===== src/rtl/chain_pkg.sv =====
package chain_pkg;
  localparam int TYPE_W = 4;
  localparam int ID_W   = 4;

  localparam logic [TYPE_W-1:0] TYPE_FAST = 4'b0010;
  localparam logic [TYPE_W-1:0] TYPE_FULL = 4'b0110;
  localparam logic [TYPE_W-1:0] TYPE_REG  = 4'b1000;

  // queue index doubles as priority rank (0 is served first)
  localparam int SRC_FAST = 0;
  localparam int SRC_FULL = 1;
  localparam int SRC_REG  = 2;
  localparam int SRC_PASS = 3;
  localparam int NSRC     = 4;
endpackage


===== src/rtl/chain_fifo.sv =====
module chain_fifo #(
  parameter int W     = 58,
  parameter int DEPTH = 4,
  parameter int CW    = 3
) (
  input  logic         clk,
  input  logic         rst_n,
  input  logic         push,
  input  logic [W-1:0] din,
  input  logic         pop,
  output logic [W-1:0] dout,
  output logic [CW-1:0] count
);
  localparam int PW = (DEPTH > 1) ? $clog2(DEPTH) : 1;

  logic [W-1:0]  mem [DEPTH];
  logic [PW-1:0] wp, rp;
  logic [CW-1:0] cnt;
  logic          is_full, is_empty;

  function automatic logic [PW-1:0] nxt(input logic [PW-1:0] p);
    return (p == PW'(DEPTH - 1)) ? '0 : p + 1'b1;
  endfunction

  assign is_full  = (cnt == CW'(DEPTH));
  assign is_empty = (cnt == '0);
  assign dout     = mem[rp];
  assign count    = cnt;

  always_ff @(posedge clk) begin
    if (push) mem[wp] <= din;
  end

  always_ff @(posedge clk) begin
    if (!rst_n) begin
      wp  <= '0;
      rp  <= '0;
      cnt <= '0;
    end else begin
      if (push) wp <= nxt(wp);
      if (pop)  rp <= nxt(rp);
      cnt <= cnt + CW'(push) - CW'(pop);
    end
  end

  AST_FIFO_NO_OVERFLOW: assert property (@(posedge clk) disable iff (!rst_n)
    push |-> !is_full);
  AST_FIFO_NO_UNDERFLOW: assert property (@(posedge clk) disable iff (!rst_n)
    pop |-> !is_empty);
endmodule


===== src/rtl/chain_rx.sv =====
module chain_rx #(
  parameter int BODY_W = 58
) (
  input  logic              clk,
  input  logic              rst_n,
  input  logic              rx_bit,
  output logic              word_valid,
  output logic [BODY_W-1:0] word,
  output logic              busy
);
  localparam int CNT_W = $clog2(BODY_W + 1);

  logic              act;
  logic [CNT_W-1:0]  left;
  logic [BODY_W-2:0] hist;
  logic              pend_v;
  logic [BODY_W-1:0] pend_d;

  always_ff @(posedge clk) begin
    if (!rst_n) begin
      act    <= 1'b0;
      left   <= '0;
      hist   <= '0;
      pend_v <= 1'b0;
      pend_d <= '0;
    end else begin
      pend_v <= 1'b0;
      if (!act) begin
        if (rx_bit) begin
          act  <= 1'b1;
          left <= CNT_W'(BODY_W);
        end
      end else begin
        hist <= {hist[BODY_W-3:0], rx_bit};
        left <= left - 1'b1;
        if (left == CNT_W'(1)) begin
          act    <= 1'b0;
          pend_v <= rx_bit;              // stop bit must be 1
          pend_d <= {hist, rx_bit};
        end
      end
    end
  end

  assign word_valid = pend_v;
  assign word       = pend_d;
  assign busy       = act;

  AST_RX_STOP_BIT: assert property (@(posedge clk) disable iff (!rst_n)
    word_valid |-> word[0]);
  AST_RX_ENDS: assert property (@(posedge clk) disable iff (!rst_n)
    act && (left == CNT_W'(1)) |=> !act);
endmodule


===== src/rtl/chain_tx.sv =====
module chain_tx #(
  parameter int NSRC   = 4,
  parameter int BODY_W = 58
) (
  input  logic                         clk,
  input  logic                         rst_n,
  input  logic [NSRC-1:0]              req,
  input  logic [NSRC-1:0][BODY_W-1:0]  body,
  input  logic                         xoff,
  output logic [NSRC-1:0]              grant,
  output logic                         ser_out
);
  localparam int FRAME_W = BODY_W + 1;
  localparam int CNT_W   = $clog2(FRAME_W);

  logic               busy;
  logic [CNT_W-1:0]   left;
  logic [FRAME_W-1:0] shreg;
  logic [NSRC-1:0]    pick;
  logic [BODY_W-1:0]  sel_body;
  logic               boundary, start;

  // lowest index wins: scan from the bottom of the ranking upward
  always_comb begin
    pick     = '0;
    sel_body = '0;
    for (int i = NSRC - 1; i >= 0; i--) begin
      if (req[i]) begin
        pick    = '0;
        pick[i] = 1'b1;
        sel_body = body[i];
      end
    end
  end

  assign boundary = !busy || (left == '0);
  assign start    = boundary && !xoff && (|req);
  assign grant    = start ? pick : '0;
  assign ser_out  = busy & shreg[FRAME_W-1];

  always_ff @(posedge clk) begin
    if (!rst_n) begin
      busy  <= 1'b0;
      left  <= '0;
      shreg <= '0;
    end else if (start) begin
      busy  <= 1'b1;
      left  <= CNT_W'(FRAME_W - 1);
      shreg <= {1'b1, sel_body};
    end else if (busy) begin
      shreg <= shreg << 1;
      if (left == '0) busy <= 1'b0;
      else            left <= left - 1'b1;
    end
  end

  AST_TX_GRANT_ONEHOT: assert property (@(posedge clk) disable iff (!rst_n)
    $onehot0(grant));
  AST_TX_START_BIT: assert property (@(posedge clk) disable iff (!rst_n)
    $rose(busy) |-> ser_out);
  AST_TX_IDLE_LOW: assert property (@(posedge clk) disable iff (!rst_n)
    !busy |-> !ser_out);
  AST_TX_RUNS_OUT: assert property (@(posedge clk) disable iff (!rst_n)
    busy && (left != '0) |=> busy && (left == $past(left) - 1'b1));
  AST_TX_XOFF_GATES: assert property (@(posedge clk) disable iff (!rst_n)
    xoff && boundary |=> !busy);
endmodule


===== src/rtl/pkt_chain_merge.sv =====
module pkt_chain_merge
  import chain_pkg::*;
#(
  parameter int PAY_W      = 49,
  parameter int LDEPTH     = 4,
  parameter int TDEPTH     = 4,
  parameter int REG_ADDR_W = 8,
  parameter int REG_VAL_W  = 32
) (
  input  logic                  clk,
  input  logic                  rst_n,
  input  logic [ID_W-1:0]       chip_id,
  input  logic                  fast_valid,
  output logic                  fast_ready,
  input  logic [PAY_W-1:0]      fast_data,
  input  logic                  full_valid,
  output logic                  full_ready,
  input  logic [PAY_W-1:0]      full_data,
  input  logic                  reg_valid,
  output logic                  reg_ready,
  input  logic                  reg_seu,
  input  logic [REG_ADDR_W-1:0] reg_addr,
  input  logic [REG_VAL_W-1:0]  reg_value,
  input  logic                  up_bit,
  output logic                  up_xoff,
  output logic                  dn_bit,
  input  logic                  dn_xoff
);
  localparam int BODY_W = TYPE_W + ID_W + PAY_W + 1;
  localparam int PAD_W  = PAY_W - 1 - REG_ADDR_W - REG_VAL_W;
  localparam int MAXD   = (LDEPTH > TDEPTH) ? LDEPTH : TDEPTH;
  localparam int CW     = $clog2(MAXD + 1);

  logic [NSRC-1:0][BODY_W-1:0] in_body;
  logic [NSRC-1:0][BODY_W-1:0] q_body;
  logic [NSRC-1:0][CW-1:0]     q_lvl;
  logic [NSRC-1:0]             in_valid, q_push, q_full, q_req, q_pop;
  logic                        rx_valid, rx_busy;
  logic [BODY_W-1:0]           rx_word;
  logic [PAY_W-1:0]            reg_payload;

  assign reg_payload = {reg_seu, reg_addr, reg_value, {PAD_W{1'b0}}};

  assign in_body[SRC_FAST] = {TYPE_FAST, chip_id, fast_data, 1'b1};
  assign in_body[SRC_FULL] = {TYPE_FULL, chip_id, full_data, 1'b1};
  assign in_body[SRC_REG]  = {TYPE_REG,  chip_id, reg_payload, 1'b1};
  assign in_body[SRC_PASS] = rx_word;

  assign in_valid[SRC_FAST] = fast_valid;
  assign in_valid[SRC_FULL] = full_valid;
  assign in_valid[SRC_REG]  = reg_valid;
  assign in_valid[SRC_PASS] = rx_valid;

  chain_rx #(.BODY_W(BODY_W)) u_rx (
    .clk(clk), .rst_n(rst_n), .rx_bit(up_bit),
    .word_valid(rx_valid), .word(rx_word), .busy(rx_busy)
  );

  for (genvar g = 0; g < NSRC; g++) begin : g_q
    localparam int DG = (g == SRC_PASS) ? TDEPTH : LDEPTH;
    assign q_full[g] = (q_lvl[g] == CW'(DG));
    assign q_req[g]  = (q_lvl[g] != '0);
    assign q_push[g] = in_valid[g] && !q_full[g];
    chain_fifo #(.W(BODY_W), .DEPTH(DG), .CW(CW)) u_fifo (
      .clk(clk), .rst_n(rst_n),
      .push(q_push[g]), .din(in_body[g]),
      .pop(q_pop[g]), .dout(q_body[g]), .count(q_lvl[g])
    );
  end

  assign fast_ready = !q_full[SRC_FAST];
  assign full_ready = !q_full[SRC_FULL];
  assign reg_ready  = !q_full[SRC_REG];

  // count the packet being received and the one waiting to be written
  assign up_xoff = (int'(q_lvl[SRC_PASS]) + int'(rx_valid) + int'(rx_busy)) >= TDEPTH;

  chain_tx #(.NSRC(NSRC), .BODY_W(BODY_W)) u_tx (
    .clk(clk), .rst_n(rst_n), .req(q_req), .body(q_body),
    .xoff(dn_xoff), .grant(q_pop), .ser_out(dn_bit)
  );

  AST_PASS_HAS_ROOM: assert property (@(posedge clk) disable iff (!rst_n)
    rx_valid |-> !q_full[SRC_PASS]);
  AST_XOFF_BEFORE_FULL: assert property (@(posedge clk) disable iff (!rst_n)
    q_full[SRC_PASS] |-> up_xoff);
endmodule


===== config.mk =====
export PLATFORM = sky130hd
export DESIGN_NAME = pkt_chain_merge
export DESIGN_NICKNAME = d
export VERILOG_FILES = /design/src/rtl/chain_pkg.sv /design/src/rtl/chain_fifo.sv /design/src/rtl/chain_rx.sv /design/src/rtl/chain_tx.sv /design/src/rtl/pkt_chain_merge.sv
export SDC_FILE = /design/constraint.sdc
export NUM_CORES = 1
export LEC_CHECK = 0
export BUFFER_PORTS_ARGS = -buffer_cell sky130_fd_sc_hd__buf_4
export CORE_MARGIN = 8
export CORE_UTILIZATION = 60
export CTS_CLUSTER_DIAMETER = 100
export DETAILED_ROUTE_END_ITERATION = 8
export PLACE_DENSITY_LB_ADDON = 0.3
export SETUP_SLACK_MARGIN = 0.3
export SYNTH_ARGS = -nofsm -noshare
export SYNTH_HDL_FRONTEND = slang
export SYNTH_SLANG_ARGS = --single-unit

===== constraint.sdc =====
create_clock -name clk -period 3.3 [get_ports clk]
set_input_delay 0.66 -clock clk [delete_from_list [all_inputs] [get_ports clk]]
set_output_delay 0.66 -clock clk [all_outputs]
set_load 0.05 [all_outputs]

# --- Word-level counts from Yosys, hierarchy flattened ---
# Memory sizes are Yosys's and may differ from the RTL's. A register that Yosys moved wholly into a read port is not among the register bits.
# Cells that the tools add are included.
# Widths: inputs -> output; s select.
word_totals:
  out_inout_bits: 5
  register_bits: 217
  ramBits: 836
  mem_bits_ro: 0
  word_cells: 135
  n_memories: 4
  latchBits: 0
op_classes:
  n_div: 0
  muxes: 46
  mul: 0
  n_addsub: 20
  bitwise_logic: 3
  shift: 0
  reduce_logical: 26
  n_eq_ne: 14
  magnitude_cmp: 1
memory_table:
  columns: ["name", "depth", "width", "read_ports", "rd_clocked_by_memory_dff", "write_ports", "line", "text"]
  rows:
  - ["g_q[3].u_fifo.mem", 4, 58, 1, 1, 1, "chain_fifo.sv:16", "logic [W-1:0] mem [DEPTH];"]
  - ["g_q[0].u_fifo.mem", 4, 53, 1, 1, 1, "chain_fifo.sv:16", null]
  - ["g_q[1].u_fifo.mem", 4, 53, 1, 1, 1, "chain_fifo.sv:16", null]
  - ["g_q[2].u_fifo.mem", 4, 45, 1, 1, 1, "chain_fifo.sv:16", null]
ops:
  columns: ["op", "count"]
  rows:
  - ["$mux 58", 4]
  - ["$mux 59", 2]
  - ["$mux 2", 16]
  - ["$mux 6", 5]
  - ["$mux 4", 5]
  - ["$add 2x1->2 const B", 8]
  - ["$eq 2x2->1 const B", 8]
  - ["$mux 1", 14]
  - ["$add 3x1->3", 4]
  - ["$eq 3x3->1 const B", 4]
  - ["$reduce_bool 3->1", 4]
  - ["$sub 3x1->3", 4]
  - ["$sub 6x1->6 const B", 2]
  - ["$eq 6x1->1 const B", 1]
  - ["$logic_and 1x1->1", 6]
  - ["$logic_not 1->1", 6]
  - ["$logic_not 6->1", 1]
  - ["$reduce_and 2->1", 3]
  - ["$add 4x1->5", 1]
  - ["$ge 5x3->1 const B", 1]
  - ["$add 3x1->4", 1]
  - ["$reduce_bool 2->1", 2]
  - ["$reduce_or 4->1", 1]
  - ["$reduce_and 3->1", 1]
  - ["5 further kinds", 6]

# --- Depth between registers and ports, before layout ---
depth:
  depth_word: 8
  ltp_mapped: 13

# --- By module ---
# From an unflattened synthesis, not the netlist that was laid out.
hier_totals:
  cells_unflattened: 2412
  area_unflattened_um2: 44873.0
by_module_without_submodules:
  columns: ["mod", "seq_area_each_um2", "n_inst", "area_each_um2", "cells_per_inst"]
  rows:
  - ["chain_fifo", 7146.9, 4, 8832.2, 344]
  - ["chain_tx", 1321.3, 1, 4754.6, 542]
  - ["chain_rx", 2462.4, 1, 4674.5, 473]
  - ["pkt_chain_merge", 0.0, 1, 115.1, 21]

# --- Worst setup path before layout ---
# No wires, ideal clock.
synth_timing:
  kind: "register to register"
  start: "reg g_q[1].u_fifo.cnt[1]"
  end: "mem g_q[1].u_fifo.mem[0][0] in the netlist's numbering (enable)"
  slack_ps: 588
  arrival_time_ps: 2295
  stages_incl_launch_ff: 4
  period_less_slack_ps: 2712
  required_time_ps: 2884
  path_buffers: 0
  cell_sequence: "dfxtp_1 -> nor2_1 -> nand2_1 -> and3_1"
synth_between:
  elab_chain_len: 5
synth_lines:
  columns: ["element", "line", "text"]
  rows:
  - ["start: declaration", "chain_fifo.sv:18", "logic [CW-1:0] cnt;"]
  - ["start signal: assignment", "chain_fifo.sv:42", "cnt <= cnt + CW'(push) - CW'(pop);"]
  - ["$eq 3x3->1", null, null]
  - ["$logic_not 1->1", null, null]
  - ["net full_ready", "pkt_chain_merge.sv:17", "output logic full_ready,"]
  - ["$logic_and 1x1->1", "pkt_chain_merge.sv:63", "assign q_push[g] = in_valid[g] && !q_full[g];"]
  - ["$mux 1", "chain_fifo.sv:31", "if (push) mem[wp] <= din;"]
  - ["$mux 1 (implied by the code)", "chain_fifo.sv:31", null]
  - ["end: declaration", "chain_fifo.sv:16", null]
# The timed path passes the listed nets, and every way through them passes these cells.

# --- Final worst setup path ---
layout_timing:
  start: "reg g_q[0].u_fifo.cnt[1]"
  end: "reg g_q[3].u_fifo.cnt[1]"
layout_between:
  elab_chain_len: 5
  elab_cells_between_ends: 6
layout_lines:
  columns: ["element", "line", "text"]
  rows:
  - ["start: declaration", "chain_fifo.sv:18", null]
  - ["start signal: assignment", "chain_fifo.sv:42", null]
  - ["$reduce_bool 3->1 (*)", "pkt_chain_merge.sv:62", "assign q_req[g] = (q_lvl[g] != '0);"]
  - ["$reduce_or 4->1", "chain_tx.sv:37", "assign start = boundary && !xoff && (|req);"]
  - ["$logic_and 1x1->1", "chain_tx.sv:37", null]
  - ["$mux 4 (*)", "chain_tx.sv:38", "assign grant = start ? pick : '0;"]
  - ["$sub 3x1->3 (*)", "chain_fifo.sv:42", null]
  - ["end signal: assignment", "chain_fifo.sv:42", null]
  - ["end: declaration", "chain_fifo.sv:18", null]
# Mark *: on every way between the ends. The rest lies on a longest branch, timed or not.
# A chain may end at the register's enable or synchronous reset.

==> impl_metrics.py <==
metrics = {
    "synth": {
        "yosysUniqueCellTypes": 65,
        "synth.avg_cell_area_sq_um": 17.7,
        "synth_seq_cells": 1061,
        "yosys_warnings": 0,
        "synthArstFlopShare": 0,
        "syn_inst": 2272,
        "ys.flop_type": "edfxtp_1",
        "syn_nets": 2458,
        "synth_edf_count": 836,
        "synth.cell_area_sq_um": 40300,
        "seq_area_frac_synth": 0.735,
    },
    "critical_path": {
        "slowest_delay_ns": 0.58,
        "cp_max_fo": 8,
        "cp.required_ns": 3.85,
        "crit_chain": "or3_1, nor4_4, nand2_1, inv_1, ha_1, inv_1, ha_1, fa_1, and2_1",
        "worst-setup-path-type": "reg -> reg",
        "slowest_stage": "or3_1",
        "worst-path-buf-inv": 2,
        "arrival_ns": 3.27,
        "cp-end-kind": "register",
        "cp-start-kind": "register",
        "critical-path-top-delay-family": "simple AND/OR/NAND/NOR gates",
    },
    "final_layout": {
        "fillers": 4187,
        "fin_nets": 2661,
        "final_area_sq_um": 46000,
        "area_growth_pct": 14.2,
        "drive_above_1_share": 0.249,
    },
    "sta": {
        "drv_slew": 0,
        "period_share": 0.826,
        "clock_skew_ns": 0.0420,
        "fmax_mhz": 367,
        "hold_viol": 0,
        "rsz0062_at_grt": "false",
        "timing.hold.ws_ns": 0.198,
        "tightest_slew_ns": 1.02,
        "fin_crit_ns": 2.72,
        "setup_viol": 0,
        "maxSlewHeadroom": 0.322,
        "tns_ns": 0,
        "setup_ws_ns": 0.576,
    },
    "grt": {
        "grt.total_usage": 0.258,
        "grt_start_max_net_pins": 123,
        "grt_pass1_wl_um": 144000,
        "antenna_found_initial": 3,
        "grt_overflow": 0,
        "grt_pass1_vias": 22300,
    },
    "clock_network": {
        "insertion_delay_ns": 0.66,
        "numCtsBuffers": 103,
        "cts.htree.levels": 3,
        "cts_buffer_depth": 3,
        "cts-root-buf": "clkbuf_16",
        "cts.clk_slew.worst_paths_ns": 0.06,
        "cts_tree": "built",
        "cts.sinks": 1061,
    },
    "place": {
        "gp_congestion": 0.967,
        "post-place-ws_ns": 0.247,
        "hpwl_um": 64000,
        "placed_cell_area_sq_um": 42700,
        "io_buffers": 154,
    },
    "floorplan": {
        "initial_core_util": 0.603,
        "die_x_um": 275,
        "die-area_sq_um": 75600,
        "row_count": 95,
        "core_area_sq_um": 66800,
        "io_pins": 155,
        "die_y_um": 275,
    },
    "routing": {
        "drtPass1Iterations": 7,
        "avgViaCountPerCell": 6.40,
        "ant_nets": 0,
        "drt-initial-drc-count": 2672,
        "detail_route.wl_per_cell_um": 28.4,
        "wl_um": 97500,
        "via_count": 22000,
        "drc": 0,
    },
    "power_and_ir_drop": {
        "cellLeakagePower_nw": 15.2,
        "powerDensity_nw_per_um2": 750,
        "finalPower_w": 0.0345,
        "vdd_drop_max_mv": 0.467,
    },
    "worst_hold_path": {
        "holdCritPathClass": "in -> reg",
    },
    "run": {
        "cap_violations": 0,
    },
    "run_status": {
        "outcome": "completed",
    },
}
==> metal layers <==
metal | track usage | part of all wire | vias up | wire [um]
met5 | 0 | 0.00015 | - | 15
met2 | 0.415 | 0.49 | 1053 | 47500
li1 | - | - | 9391 | -
met4 | 0.115 | 0.046 | 2 | 4460
met1 | 0.343 | 0.38 | 11300 | 37400
met3 | 0.0501 | 0.083 | 232 | 8120
==> sequential cells by signal, summed over array words and instances (netlist names), named ones only <==
register          cells
u_rx.hist            57
u_rx.left             6
g_q.u_fifo.wp         8
u_tx.shreg           59
g_q.u_fifo.rp         8
u_rx.word            58
g_q.u_fifo.count     12
g_q.u_fifo.mem      836
u_rx.busy             1
u_tx.left             6
u_tx.busy             1
u_rx.word_valid       1
==> Yosys cell counts, types with 5 or more instances <==
cell | n | area [sq um]
and2_1 | 18 | 113
inv_1 | 29 | 109
xnor2_1 | 9 | 78.8
a21oi_1 | 119 | 596
clkbuf_1 | 68 | 255
o21a_1 | 7 | 52.6
buf_4 | 7 | 52.6
mux2i_1 | 63 | 631
nand3_1 | 27 | 135
a221oi_1 | 24 | 210
ha_1 | 32 | 400
or3_1 | 28 | 175
dfxtp_1 | 225 | 4500
a31oi_1 | 6 | 37.5
nor3_2 | 6 | 60.1
a221o_1 | 20 | 200
and3_1 | 13 | 81.3
nand2_1 | 192 | 721
buf_2 | 50 | 250
mux4_2 | 209 | 4710
nand4_1 | 21 | 131
a32oi_1 | 8 | 70.1
a22o_1 | 8 | 70.1
edfxtp_1 | 836 | 25100
o211ai_1 | 17 | 128
a22oi_1 | 28 | 210
o21ai_0 | 20 | 100
nor2_1 | 111 | 417
buf_1 | 8 | 30.0
a211oi_1 | 5 | 37.5
==> cell usage in the layout, fill, tap and decap left out, drive strengths merged, types with 20 or more instances in the layout <==
cell	n
nand3	27
nor2	114
a221oi	24
mux2i	63
buf	233
o21ai	20
nand4	21
clkinv	39
a21oi	120
ha	32
a221o	20
nand2	192
edfxtp	836
clkbuf	141
or3	29
dfxtp	225
a22oi	28
inv	31
mux4	209
==> power breakdown <==
part	switching (W)	leakage (nW)	internal, W
combinational	0.00430	4.08	0.00277
clock	0.00484	1.57	0.00636
sequential	0.000680	9.52	0.0155
total	0.00982	15.2	0.0247
==> cell families after synthesis <==
| kind of cell | count (synthesis) | share of synthesized area |
|---|---|---|
| compound gates | 283 | 0.0480 |
| xor+xnor | 12 | 0.00261 |
| fa+ha+maj | 36 | 0.0119 |
| buf+inv | 164 | 0.0177 |
| flops | 1061 | 0.735 |
| mux | 275 | 0.133 |
| simple gates | 441 | 0.0510 |
==> layout make-up <==
type                            count  area [sq um]  area share
Clock inverter                     50           373     0.00811
Timing Repair Buffer              233          1940      0.0421
Multi-Input combinational cell   1047          9980       0.217
Tap cell                          873          1090      0.0238
Sequential cell                  1061         29600       0.644
Antenna cell                        2          5.00    0.000109
Inverter                           29           111     0.00242
Clock buffer                      141          2850      0.0620
==> final timing paths <==
path / cells past startpoint / end / slack (ns) / from
setup / recovery: 9 / g_q[3].u_fifo.count[1] / 0.58 / g_q[0].u_fifo.count[1]
hold / removal: 1 / g_q[0].u_fifo.mem[0][26] / 0.20 / fast_data[26]
setup reg to reg: 9 / g_q[3].u_fifo.count[1] / 0.58 / g_q[0].u_fifo.count[1]
hold reg to reg: 2 / u_tx.shreg[57] / 0.45 / u_tx.shreg[56]
==> through the flow <==
step,util,std cells
after global routing,0.688,3435
final,0.688,3436
after detailed placement,0.640,3243
after floorplan,-,2272
after global placement,0.640,3243
after CTS,0.688,3434
==> timing repair <==
item / 4_1_cts / 5_1_grt
setup endpoints to repair: 0 / 1
setup buffers: 0 / 0
hold buffers: 0 / 0
gates resized for setup: 0 / 2
hold endpoints to repair: 0 / 0
Note: power is estimated with default switching activity, not from simulation.
